File: src/rtl/undoc_pkg.sv
package undoc_pkg;

    localparam int DW      = 8;
    localparam int MAX_CYC = 9;
    localparam int CW      = $clog2(MAX_CYC + 1);

    typedef enum logic [3:0] {
        AM_IMM  = 4'd0,
        AM_ZP   = 4'd1,
        AM_ZPX  = 4'd2,
        AM_ZPY  = 4'd3,
        AM_ABS  = 4'd4,
        AM_ABSX = 4'd5,
        AM_ABSY = 4'd6,
        AM_INDX = 4'd7,
        AM_INDY = 4'd8,
        AM_NONE = 4'd15
    } amode_e;

    typedef enum logic [3:0] {
        K_NONE, K_LAX, K_SBX, K_SLO, K_SRE, K_LAS,
        K_SHX,  K_SHY, K_SHA, K_TAS, K_XAA
    } kind_e;

    typedef struct packed {
        kind_e          kind;
        amode_e         mode;
        logic [CW-1:0]  base;
        logic           pc_adds;
    } dec_t;

    typedef struct packed {
        logic [DW-1:0] a;
        logic [DW-1:0] x;
        logic [DW-1:0] y;
        logic [DW-1:0] s;
        logic [DW-1:0] wd;
        logic          we;
        logic          n;
        logic          z;
        logic          c;
    } res_t;

    // Shift-then-logic read-modify-write: timing by addressing mode
    function automatic logic [CW-1:0] rmw_cycles(input amode_e m);
        case (m)
            AM_ZP:   rmw_cycles = CW'(5);
            AM_ZPX:  rmw_cycles = CW'(6);
            AM_ABS:  rmw_cycles = CW'(6);
            AM_ABSX: rmw_cycles = CW'(7);
            AM_ABSY: rmw_cycles = CW'(7);
            default: rmw_cycles = CW'(8);
        endcase
    endfunction

endpackage

File: src/rtl/undoc_decode.sv
module undoc_decode
    import undoc_pkg::*;
(
    input  logic [DW-1:0] opcode,
    output dec_t          dec
);

    logic   rmw_hit;
    amode_e rmw_mode;

    // Read-modify-write group: opcode bits [7:5] pick the logic, [4:0] the mode
    always_comb begin
        rmw_hit  = 1'b1;
        rmw_mode = AM_NONE;
        case (opcode[4:0])
            5'h07:   rmw_mode = AM_ZP;
            5'h17:   rmw_mode = AM_ZPX;
            5'h0F:   rmw_mode = AM_ABS;
            5'h1F:   rmw_mode = AM_ABSX;
            5'h1B:   rmw_mode = AM_ABSY;
            5'h03:   rmw_mode = AM_INDX;
            5'h13:   rmw_mode = AM_INDY;
            default: rmw_hit  = 1'b0;
        endcase
        if (opcode[7] || opcode[5]) begin
            rmw_hit = 1'b0;
        end
    end

    always_comb begin
        dec.kind    = K_NONE;
        dec.mode    = AM_NONE;
        dec.base    = CW'(0);
        dec.pc_adds = 1'b0;
        if (rmw_hit) begin
            dec.kind = opcode[6] ? K_SRE : K_SLO;
            dec.mode = rmw_mode;
            dec.base = rmw_cycles(rmw_mode);
        end else begin
            case (opcode)
                8'hAB: begin dec.kind = K_LAX; dec.mode = AM_IMM;  dec.base = CW'(2); end
                8'hA7: begin dec.kind = K_LAX; dec.mode = AM_ZP;   dec.base = CW'(3); end
                8'hB7: begin dec.kind = K_LAX; dec.mode = AM_ZPY;  dec.base = CW'(4); end
                8'hAF: begin dec.kind = K_LAX; dec.mode = AM_ABS;  dec.base = CW'(4); end
                8'hBF: begin dec.kind = K_LAX; dec.mode = AM_ABSY; dec.base = CW'(4); dec.pc_adds = 1'b1; end
                8'hA3: begin dec.kind = K_LAX; dec.mode = AM_INDX; dec.base = CW'(6); end
                8'hB3: begin dec.kind = K_LAX; dec.mode = AM_INDY; dec.base = CW'(5); dec.pc_adds = 1'b1; end
                8'hCB: begin dec.kind = K_SBX; dec.mode = AM_IMM;  dec.base = CW'(2); end
                8'hBB: begin dec.kind = K_LAS; dec.mode = AM_ABSY; dec.base = CW'(4); dec.pc_adds = 1'b1; end
                8'h9E: begin dec.kind = K_SHX; dec.mode = AM_ABSY; dec.base = CW'(5); end
                8'h9C: begin dec.kind = K_SHY; dec.mode = AM_ABSX; dec.base = CW'(5); end
                8'h9B: begin dec.kind = K_TAS; dec.mode = AM_ABSY; dec.base = CW'(5); end
                8'h9F: begin dec.kind = K_SHA; dec.mode = AM_ABSY; dec.base = CW'(5); end
                8'h93: begin dec.kind = K_SHA; dec.mode = AM_INDY; dec.base = CW'(6); end
                8'h8B: begin dec.kind = K_XAA; dec.mode = AM_IMM;  dec.base = CW'(2); end
                default: ;
            endcase
        end
    end

endmodule

File: src/rtl/undoc_alu.sv
module undoc_alu
    import undoc_pkg::*;
#(
    parameter logic [DW-1:0] MAGIC = 8'hEE
) (
    input  kind_e         kind,
    input  amode_e        mode,
    input  logic [DW-1:0] a,
    input  logic [DW-1:0] x,
    input  logic [DW-1:0] y,
    input  logic [DW-1:0] s,
    input  logic [DW-1:0] m,
    input  logic [DW-1:0] hi,
    input  logic          n_in,
    input  logic          z_in,
    input  logic          c_in,
    output res_t          res
);

    logic [DW-1:0] hi_inc;
    logic [DW-1:0] ax;
    logic [DW-1:0] shl;
    logic [DW-1:0] shr;
    logic [DW:0]   diff;
    logic [DW-1:0] nz_src;
    logic          nz_upd;

    assign hi_inc = hi + DW'(1);
    assign ax     = a & x;
    assign shl    = {m[DW-2:0], 1'b0};
    assign shr    = {1'b0, m[DW-1:1]};
    assign diff   = {1'b0, ax} - {1'b0, m};

    always_comb begin
        res.a  = a;
        res.x  = x;
        res.y  = y;
        res.s  = s;
        res.wd = '0;
        res.we = 1'b0;
        res.c  = c_in;
        nz_src = '0;
        nz_upd = 1'b0;
        case (kind)
            K_LAX: begin
                nz_src = (mode == AM_IMM) ? ((a | MAGIC) & m) : m;
                res.a  = nz_src;
                res.x  = nz_src;
                nz_upd = 1'b1;
            end
            K_SBX: begin
                nz_src = diff[DW-1:0];
                res.x  = nz_src;
                res.c  = ~diff[DW];
                nz_upd = 1'b1;
            end
            K_SLO: begin
                res.wd = shl;
                res.we = 1'b1;
                nz_src = a | shl;
                res.a  = nz_src;
                res.c  = m[DW-1];
                nz_upd = 1'b1;
            end
            K_SRE: begin
                res.wd = shr;
                res.we = 1'b1;
                nz_src = a ^ shr;
                res.a  = nz_src;
                res.c  = m[0];
                nz_upd = 1'b1;
            end
            K_LAS: begin
                nz_src = m & s;
                res.a  = nz_src;
                res.x  = nz_src;
                res.s  = nz_src;
                nz_upd = 1'b1;
            end
            K_SHX: begin
                res.wd = x & hi_inc;
                res.we = 1'b1;
            end
            K_SHY: begin
                res.wd = y & hi_inc;
                res.we = 1'b1;
            end
            K_SHA: begin
                res.wd = ax & hi_inc;
                res.we = 1'b1;
            end
            K_TAS: begin
                res.s  = ax;
                res.wd = ax & hi_inc;
                res.we = 1'b1;
            end
            K_XAA: begin
                nz_src = (a | MAGIC) & x & m;
                res.a  = nz_src;
                nz_upd = 1'b1;
            end
            default: ;
        endcase
        res.n = nz_upd ? nz_src[DW-1]     : n_in;
        res.z = nz_upd ? (nz_src == '0)   : z_in;
    end

endmodule

File: src/rtl/undoc_seq.sv
module undoc_seq
    import undoc_pkg::*;
(
    input  logic          clk,
    input  logic          rst_n,
    input  logic          load,
    input  logic [CW-1:0] len,
    output logic          busy,
    output logic          done
);

    typedef struct packed {
        logic          busy;
        logic          done;
        logic [CW-1:0] left;
    } sq_t;

    sq_t sq_d, sq_q;

    always_comb begin
        sq_d      = sq_q;
        sq_d.done = 1'b0;
        if (sq_q.busy) begin
            if (sq_q.left == '0) begin
                sq_d.busy = 1'b0;
                sq_d.done = 1'b1;
            end else begin
                sq_d.left = sq_q.left - CW'(1);
            end
        end else if (load) begin
            sq_d.busy = 1'b1;
            sq_d.left = len - CW'(2);
        end
    end

    always_ff @(posedge clk) begin
        if (!rst_n) begin
            sq_q <= '0;
        end else begin
            sq_q <= sq_d;
        end
    end

    assign busy = sq_q.busy;
    assign done = sq_q.done;

    AST_DONE_SINGLE: assert property (@(posedge clk) disable iff (!rst_n)
        done |=> !done);

    AST_LOAD_WHEN_IDLE: assert property (@(posedge clk) disable iff (!rst_n)
        load |-> (!busy && len >= CW'(2) && len <= CW'(MAX_CYC)));

endmodule

File: src/rtl/undoc_exec.sv
module undoc_exec
    import undoc_pkg::*;
#(
    parameter logic [DW-1:0] MAGIC = 8'hEE
) (
    input  logic          clk,
    input  logic          rst_n,
    input  logic          start,
    input  logic [DW-1:0] opcode,
    input  logic [DW-1:0] reg_a,
    input  logic [DW-1:0] reg_x,
    input  logic [DW-1:0] reg_y,
    input  logic [DW-1:0] reg_s,
    input  logic [DW-1:0] operand,
    input  logic [DW-1:0] addr_hi,
    input  logic          page_cross,
    input  logic          flag_n_in,
    input  logic          flag_z_in,
    input  logic          flag_c_in,
    output logic [DW-1:0] a_out,
    output logic [DW-1:0] x_out,
    output logic [DW-1:0] y_out,
    output logic [DW-1:0] s_out,
    output logic [DW-1:0] mem_wdata,
    output logic          mem_we,
    output logic          flag_n,
    output logic          flag_z,
    output logic          flag_c,
    output logic [3:0]    addr_mode,
    output logic          busy,
    output logic          done,
    output logic          unsupported
);

    typedef struct packed {
        res_t   r;
        amode_e mode;
        logic   unsup;
    } st_t;

    st_t            st_d, st_q;
    dec_t           dec;
    res_t           alu_res;
    logic           accept;
    logic           known;
    logic [CW-1:0]  run_len;

    undoc_decode u_dec (
        .opcode (opcode),
        .dec    (dec)
    );

    undoc_alu #(.MAGIC(MAGIC)) u_alu (
        .kind (dec.kind),
        .mode (dec.mode),
        .a    (reg_a),
        .x    (reg_x),
        .y    (reg_y),
        .s    (reg_s),
        .m    (operand),
        .hi   (addr_hi),
        .n_in (flag_n_in),
        .z_in (flag_z_in),
        .c_in (flag_c_in),
        .res  (alu_res)
    );

    assign accept  = start && !busy;
    assign known   = (dec.kind != K_NONE);
    assign run_len = dec.base + CW'(dec.pc_adds & page_cross);

    undoc_seq u_seq (
        .clk   (clk),
        .rst_n (rst_n),
        .load  (accept && known),
        .len   (run_len),
        .busy  (busy),
        .done  (done)
    );

    always_comb begin
        st_d       = st_q;
        st_d.unsup = 1'b0;
        if (accept) begin
            st_d.r     = alu_res;
            st_d.mode  = dec.mode;
            st_d.unsup = !known;
        end
    end

    always_ff @(posedge clk) begin
        if (!rst_n) begin
            st_q      <= '0;
            st_q.mode <= AM_NONE;
        end else begin
            st_q <= st_d;
        end
    end

    assign a_out       = st_q.r.a;
    assign x_out       = st_q.r.x;
    assign y_out       = st_q.r.y;
    assign s_out       = st_q.r.s;
    assign mem_wdata   = st_q.r.wd;
    assign mem_we      = st_q.r.we && done;
    assign flag_n      = st_q.r.n;
    assign flag_z      = st_q.r.z;
    assign flag_c      = st_q.r.c;
    assign addr_mode   = st_q.mode;
    assign unsupported = st_q.unsup;

    AST_WE_IN_DONE: assert property (@(posedge clk) disable iff (!rst_n)
        mem_we |-> done);

    AST_UNSUP_KEEPS_REGS: assert property (@(posedge clk) disable iff (!rst_n)
        unsupported |-> (a_out == $past(reg_a) && x_out == $past(reg_x) &&
                         y_out == $past(reg_y) && s_out == $past(reg_s)));

    AST_UNSUP_IDLE: assert property (@(posedge clk) disable iff (!rst_n)
        unsupported |-> (!busy && !done && !mem_we));

    AST_UNSUP_MODE: assert property (@(posedge clk) disable iff (!rst_n)
        unsupported |-> (addr_mode == 4'd15));

    AST_BUSY_IGNORES_START: assert property (@(posedge clk) disable iff (!rst_n)
        (busy && start) |=> ($stable(a_out) && $stable(x_out) &&
                             $stable(mem_wdata) && $stable(addr_mode)));

endmodule

File: config.mk
export PLATFORM = sky130hd
export DESIGN_NAME = undoc_exec
export DESIGN_NICKNAME = d
export VERILOG_FILES = /design/src/rtl/undoc_pkg.sv /design/src/rtl/undoc_decode.sv /design/src/rtl/undoc_alu.sv /design/src/rtl/undoc_seq.sv /design/src/rtl/undoc_exec.sv
export SDC_FILE = /design/constraint.sdc
export NUM_CORES = 1
export LEC_CHECK = 0
export ABC_AREA = 1
export BUFFER_PORTS_ARGS = -buffer_cell sky130_fd_sc_hd__buf_2
export CAP_MARGIN = 20
export CORE_ASPECT_RATIO = 0.6
export CORE_MARGIN = 5
export CORE_UTILIZATION = 45
export CTS_CLUSTER_DIAMETER = 40
export DETAILED_ROUTE_END_ITERATION = 8
export PLACE_DENSITY = 0.67
export SYNTH_ARGS = -nofsm -noshare
export SYNTH_HDL_FRONTEND = slang
export SYNTH_SLANG_ARGS = --single-unit
export TNS_END_PERCENT = 5
File: constraint.sdc
create_clock -name clk -period 3.4 [get_ports clk]
set_input_delay 0.85 -clock clk [delete_from_list [all_inputs] [get_ports clk]]
set_output_delay 0.85 -clock clk [all_outputs]
set_load 0.02 [all_outputs]
==> results by group, run 1 <==
Floorplanning
  • Initial core utilization: 45.74%
  • # rows: 28
  • Area of the core: 0.009774 mm²
  • Die X: 138.7 µm
  • Number of top-level pins: 114
  • Die area: 0.01209 mm²
  • Chip height: 87.21 µm

Clock tree
  • CTS tree: built
  • Clock-pin slew on the worst setup and hold paths: 0.07 ns
  • # Post-CTS Setup Buffers: 0
  • Root buf cell: clkbuf_16
  • CTS Hold Bufs: 0
  • CTS resizes: 0
  • H-tree levels: 2
  • Worst-case clock buffer depth: 2
  • Clk sink count: 55
  • Worst-Skew Late Latency: 0.30 ns
  • Num CTS Buffers: 5

Cells and area
  • Layout cell share with drive strength beyond 1: 24.37%
  • Final nets: 837
  • Area growth syn-to-layout: 12.62%
  • Final Util: 51.51%
  • Fillers: 1025
  • Diode count: 0

Routing
  • Drt first-iter violations: 442
  • Vias: 4977
  • WL final: 17520 µm
  • Pre-antenna DRT Iters: 5
  • Antenna viol nets, final: 0
  • WL/cell: 19.60 µm
  • Residual DRC count: 0
  • Vias per inst: 5.567

Worst setup path
  • CP peak stage delay: 0.29 ns
  • Slowest CP cell: nor2_1
  • Worst setup SP type: input pin
  • CP Max Fanout: 8
  • CP Class: in2reg
  • FF-to-FF End: x_out[5]$_SDFFE_PN0P_
  • CP required: 3.54 ns
  • Worst reg2reg path depth: 7
  • Cell mode on critical path: nand2_1
  • WP data arrival: 3.05 ns
  • R2r startpoint: u_seq.busy$_SDFF_PN0_
  • Cell family with most CP delay: simple AND/OR/NAND/NOR gates
  • Buf/Inv on CP: 3
  • Flop-to-flop setup slack: 1.59 ns
  • CP Cell Sequence: buf_2, inv_2, nand2_1, nor2_1, nand2_1, nand2_2, nor2_4, nand3_2, nand2_1, nand2_1, nand2_1, inv_2, nand3_2, nand2_2, nand3_1, o211ai_1, a21oi_1
  • CP Capture Type: register

Synthesis
  • Cells after Synth: 688
  • Post-synthesis net count: 766
  • Syn Std Cell Area: 0.004471 mm²
  • Post-Synthesis Mean Instance Area: 6.498 µm²
  • Yosys top cell by area: dfxtp_1
  • Post-synthesis register bit count: 55
  • Number of synthesized flops with an enable pin: 0
  • Netlist cell types: 47
  • Warnings from Yosys: 0
  • Main area contributors after synthesis: dfxtp_1, nand2_1, buf_4
  • Top-count cell post-synth: nand2_1
  • Seq/Total Area, Yosys: 24.63%
  • Prevailing post-synth register cell: dfxtp_1
  • Post-synth ARST share: 0%
  • Most frequent cells after synthesis: nand2_1, inv_1, dfxtp_1
  • Top-area cell type share of the netlist area: 24.63%

GRT
  • Gr busiest metal: met1
  • Grt met2 use: 37.35%
  • Initial antenna violation count: 0
  • Total grt overflow: 0
  • Vias in the first global route: 4586
  • Grt met1 use: 43.64%
  • First-pass GRT wire length: 26480 µm
  • Total track usage: 28.39%
  • Pin count of the biggest net entering global routing: 38
  • Met3 GRT Util: 10.92%

STA
  • Period utilization: 85.83%
  • Fin. max-slew vios: 0
  • Clock Skew: 0.003027 ns
  • Setup TNS: 0 ns
  • Setup ws final: 0.4819 ns
  • Period minus WS final: 2.918 ns
  • Worst rel slew slack: 23.96%
  • Final-report setup violation count: 0
  • RSZ-0062 raised after global routing: no
  • Final hold violation count: 0
  • Fmax: 342.7 MHz
  • Least-Margin Pin Slew: 1.139 ns

Placed design
  • Port buffer count: 113
  • Dpl ws: 0.3271 ns
  • DP Wirelength: 14020 µm
  • Global placement routability congestion: 0.9906

Power
  • Pleak: 2.617 nW
  • PwrDens: 333.8 mW/mm²
  • VDD IR-drop max: 0.2037 mV
  • Design Power: 1.681 mW

Worst hold path
  • Hold Crit Start: mem_wdata[6]$_SDFFE_PN0P_
  • Worst Hold Class: reg2reg
  • Hold Path Depth: 2
  • Worst hold endpoint: mem_wdata[6]$_SDFFE_PN0P_

Run
  • Number of max-cap violations: 0

Status
  • Status: finished, final reports clean
-- cell usage in the layout, fill, tap and decap left out, drive strengths merged, types with 5 or more instances in the layout --
master,instances
xnor2,5
nor3,13
ha,14
nand4,7
o221ai,7
o21ai,45
inv,81
xor2,9
nand2,185
nand3,43
a41oi,7
dfxtp,55
clkbuf,5
nor2,64
a21oi,51
buf,125
o211ai,9
-- layer usage --
metal  routed length [µm]  part of all wire, %
met1                 8734                   50
met2                 6409                   37
met5                    0                    0
met3                 2235                   13
met4                  141                 0.80
-- layout make-up --
cell class / count / area [µm²] / area share (%)
flip-flops and latches: 55 / 1101 / 21.87
clock buffers: 5 / 125.1 / 2.485
inverters: 81 / 304.0 / 6.039
multi-input cells: 491 / 2664 / 52.91
repair buffers: 125 / 655.6 / 13.02
well taps: 135 / 168.9 / 3.355
clock inverters: 2 / 16.27 / 0.3231
-- worst max path at each step --
stage	startpoint	end	slack, ns	cells after the start
2_1_floorplan	reg_a[0]	flag_z$_SDFFE_PN0P_	0.66	17
3_3_place_gp	opcode[3]	x_out[4]$_SDFFE_PN0P_	0.27	17
3_5_place_dp	operand[2]	flag_n$_SDFFE_PN0P_	0.33	17
4_1_cts	reg_a[0]	flag_c$_SDFFE_PN0P_	0.63	16
5_1_grt	operand[2]	flag_n$_SDFFE_PN0P_	0.32	17
6_report	opcode[3]	x_out[4]$_SDFFE_PN0P_	0.48	17
-- where the power goes --
part / switching (mW) / total (mW) / internal (mW) / leakage (nW)
Sequential: 0.0202 / 0.704 / 0.684 / 0.453
Clock: 0.258 / 0.530 / 0.273 / 0.0663
Combinational: 0.301 / 0.446 / 0.146 / 2.10
Total: 0.578 / 1.68 / 1.10 / 2.62
-- worst reg2reg max path: stages, from the launching register on --
cell,delay [ns]
dfxtp_1,0.47
inv_1,0.13
nand2_1,0.10
clkinv_1,0.24
buf_4,0.33
o31ai_1,0.13
buf_4,0.18
a21oi_1,0.06
-- flip-flops by register name, summed over array words and instances (netlist names) --
register     count
y_out            8
mem_wdata        8
a_out            8
unsupported      1
u_seq.sq_q       4
u_seq.busy       1
addr_mode        4
flag_n           1
st_q             1
flag_z           1
flag_c           1
u_seq.done       1
x_out            8
s_out            8
-- logic make-up after synthesis --
logic type / count (synthesis) / share of synthesized area [%]
AND/OR/NAND/NOR: 319 / 33.14
AO/OA/AOI/OAI: 143 / 19.34
buffers and inverters: 142 / 15.78
flip-flops: 55 / 24.63
adder cells (fa/ha/maj): 15 / 4.366
XOR/XNOR: 14 / 2.743
-- metrics by stage --
step	hold WS, ns	instances	cell area [µm²]
after floorplan	0.4417	688	4471
after global placement	0.4507	887	4893
after detailed placement	0.4579	887	4893
after CTS	0.4698	894	5035
after global routing	0.4897	894	5035
final	0.4677	894	5035
No activity file was read; power rests on OpenSTA's default activity.
==> inputs of run 2 (changes only) <==
--- a/config.mk
+++ b/config.mk
@@ -13,7 +13,8 @@
 export CORE_UTILIZATION = 45
 export CTS_CLUSTER_DIAMETER = 40
 export DETAILED_ROUTE_END_ITERATION = 8
-export PLACE_DENSITY = 0.67
+export GPL_TIMING_DRIVEN = 0
+export PLACE_DENSITY_LB_ADDON = 0.05
 export SYNTH_ARGS = -nofsm -noshare
 export SYNTH_HDL_FRONTEND = slang
 export SYNTH_SLANG_ARGS = --single-unit
==> constraint.sdc (replaced) <==
create_clock -name clk -period 3.4 [get_ports clk]
set_input_delay 0.34 -clock clk [delete_from_list [all_inputs] [get_ports clk]]
set_output_delay 0.34 -clock clk [all_outputs]
set_load 0.02 [all_outputs]
==> results by group, run 2 (synthesis gave the netlist of run 1 again) <==
Worst setup path
  • CP Capture Type: register
  • CP Class: in2reg
  • CP required: 3.56 ns
  • Worst setup SP type: input pin
  • CP Max Fanout: 5
  • WP data arrival: 2.69 ns

GRT
  • Gr busiest metal: met1
  • Met3 GRT Util: 9.161%
  • Initial antenna violation count: 0
  • Grt met1 use: 46.06%
  • Pin count of the biggest net entering global routing: 18
  • Grt met2 use: 38.98%
  • Total track usage: 29.40%
  • First-pass GRT wire length: 27540 µm
  • Vias in the first global route: 4909
  • Total grt overflow: 0

Cells and area
  • Area growth syn-to-layout: 19.37%
  • Diode count: 0
  • Layout cell share with drive strength beyond 1: 27.17%
  • Most common cell after layout, fill and taps aside: nand2_1
  • Commonest non-fill, non-tap cells in the layout: nand2_1, buf_2, inv_1, dfxtp_1, nor2_1
  • Finished Layout Cells: 941
  • Final nets: 884

Routing
  • Drt first-iter violations: 599
  • WL final: 18140 µm
  • Vias per inst: 5.595
  • Antenna viol nets, final: 0
  • Pre-antenna DRT Iters: 5
  • Residual DRC count: 0
  • WL/cell: 19.28 µm
  • Vias: 5265

Clock tree
  • Worst-Skew Late Latency: 0.30 ns
  • CTS resizes: 0
  • Clock-pin slew on the worst setup and hold paths: 0.08 ns
  • H-tree levels: 2
  • CTS tree: built
  • Root buf cell: clkbuf_16
  • CTS Hold Bufs: 0
  • Num CTS Buffers: 5
  • Worst-case clock buffer depth: 2
  • Clk sink count: 55
  • # Post-CTS Setup Buffers: 0

STA
  • Fin. max-slew vios: 0
  • Final-report setup violation count: 0
  • Period utilization: 74.48%
  • Hold slack: 0.2929 ns
  • Final hold violation count: 0
  • RSZ-0062 raised after global routing: no
  • Fmax: 394.9 MHz
  • Least-Margin Pin Slew: 0.7751 ns
  • Period minus WS final: 2.532 ns
  • Worst rel slew slack: 48.05%
  • Setup TNS: 0 ns
  • Clock Skew: 0.005269 ns

Floorplanning
  • Die area: 0.01209 mm²
  • # rows: 28
  • Area of the core: 0.009774 mm²
  • Number of top-level pins: 114
  • Chip height: 87.21 µm
  • Initial core utilization: 45.74%
  • Die X: 138.7 µm

Run
  • Number of max-cap violations: 0

Placed design
  • Port buffer count: 111
  • Inst Count DP: 934
  • DP Wirelength: 14860 µm
  • Global placement routability congestion: 0.9873

Power
  • VDD IR-drop max: 0.1983 mV
  • Design Power: 1.738 mW
  • Pleak: 2.807 nW
  • PwrDens: 325.7 mW/mm²

Worst hold path
  • Worst Hold Class: in2reg

Status
  • Status: finished, final reports clean
## run 2: changes by cell type in the layout (fill, tap and decap cells not counted)
cell      delta
buf_4       +33
buf_2        +1
clkbuf_1    +13
## run 2: worst max-delay path, cell delays in order
cell     delay [ns]
buf_2          0.15
inv_1          0.16
ha_1           0.39
a21oi_1        0.14
nand2_1        0.07
nand2_1        0.09
nand2_1        0.06
a21oi_1        0.19
nor2_1         0.06
o21ai_0        0.19
nand3_1        0.10
nand3_1        0.15
nand2_1        0.07
nor2_1         0.14
o21ai_0        0.18
nand2_1        0.11
a21oi_1        0.08
## run 2: metal layers
metal | up-vias | share of wire, % | wire (µm)
li1 | 2480 | - | -
met1 | 2427 | 50 | 8995
met2 | 335 | 36 | 6608
met3 | 23 | 13 | 2298
met4 | 0 | 1.3 | 235
met5 | - | 0 | 0
## run 2: final timing paths
check / end / slack [ns] / cells past startpoint / from
worst max-delay path: flag_n$_SDFFE_PN0P_ / 0.87 / 17 / operand[2]
worst min register to register: x_out[2]$_SDFFE_PN0P_ / 0.48 / 2 / x_out[2]$_SDFFE_PN0P_
worst max register to register: x_out[2]$_SDFFE_PN0P_ / 1.00 / 6 / u_seq.busy$_SDFF_PN0_
worst min-delay path: y_out[6]$_SDFFE_PN0P_ / 0.29 / 3 / reg_y[6]
## run 2: layout make-up
type | count | area, µm²
clock inverter | 2 | 16.27
inverter | 81 | 304.0
clock buffer | 5 | 125.1
multi-input combinational | 491 | 2664
tap | 135 | 168.9
fill | 996 | 4438
buffer | 61 | 401.6
sequential | 55 | 1101
timing repair buffer | 111 | 555.5
## run 2: power by group
part | internal, mW | leakage (nW) | switching (mW)
combinational | 0.180 | 2.29 | 0.314
clock | 0.273 | 0.0663 | 0.263
sequential | 0.684 | 0.453 | 0.0229
total | 1.14 | 2.81 | 0.601
## run 2: through the flow
step	area, µm²	utilization [%]	setup slack [ns]
2_1_floorplan	4471	-	1.166
3_3_place_gp	5195	53.15	0.6314
3_5_place_dp	5195	53.15	0.6122
4_1_cts	5336	54.60	0.9209
5_1_grt	5336	54.60	0.6159
6_report	5336	54.60	0.8677
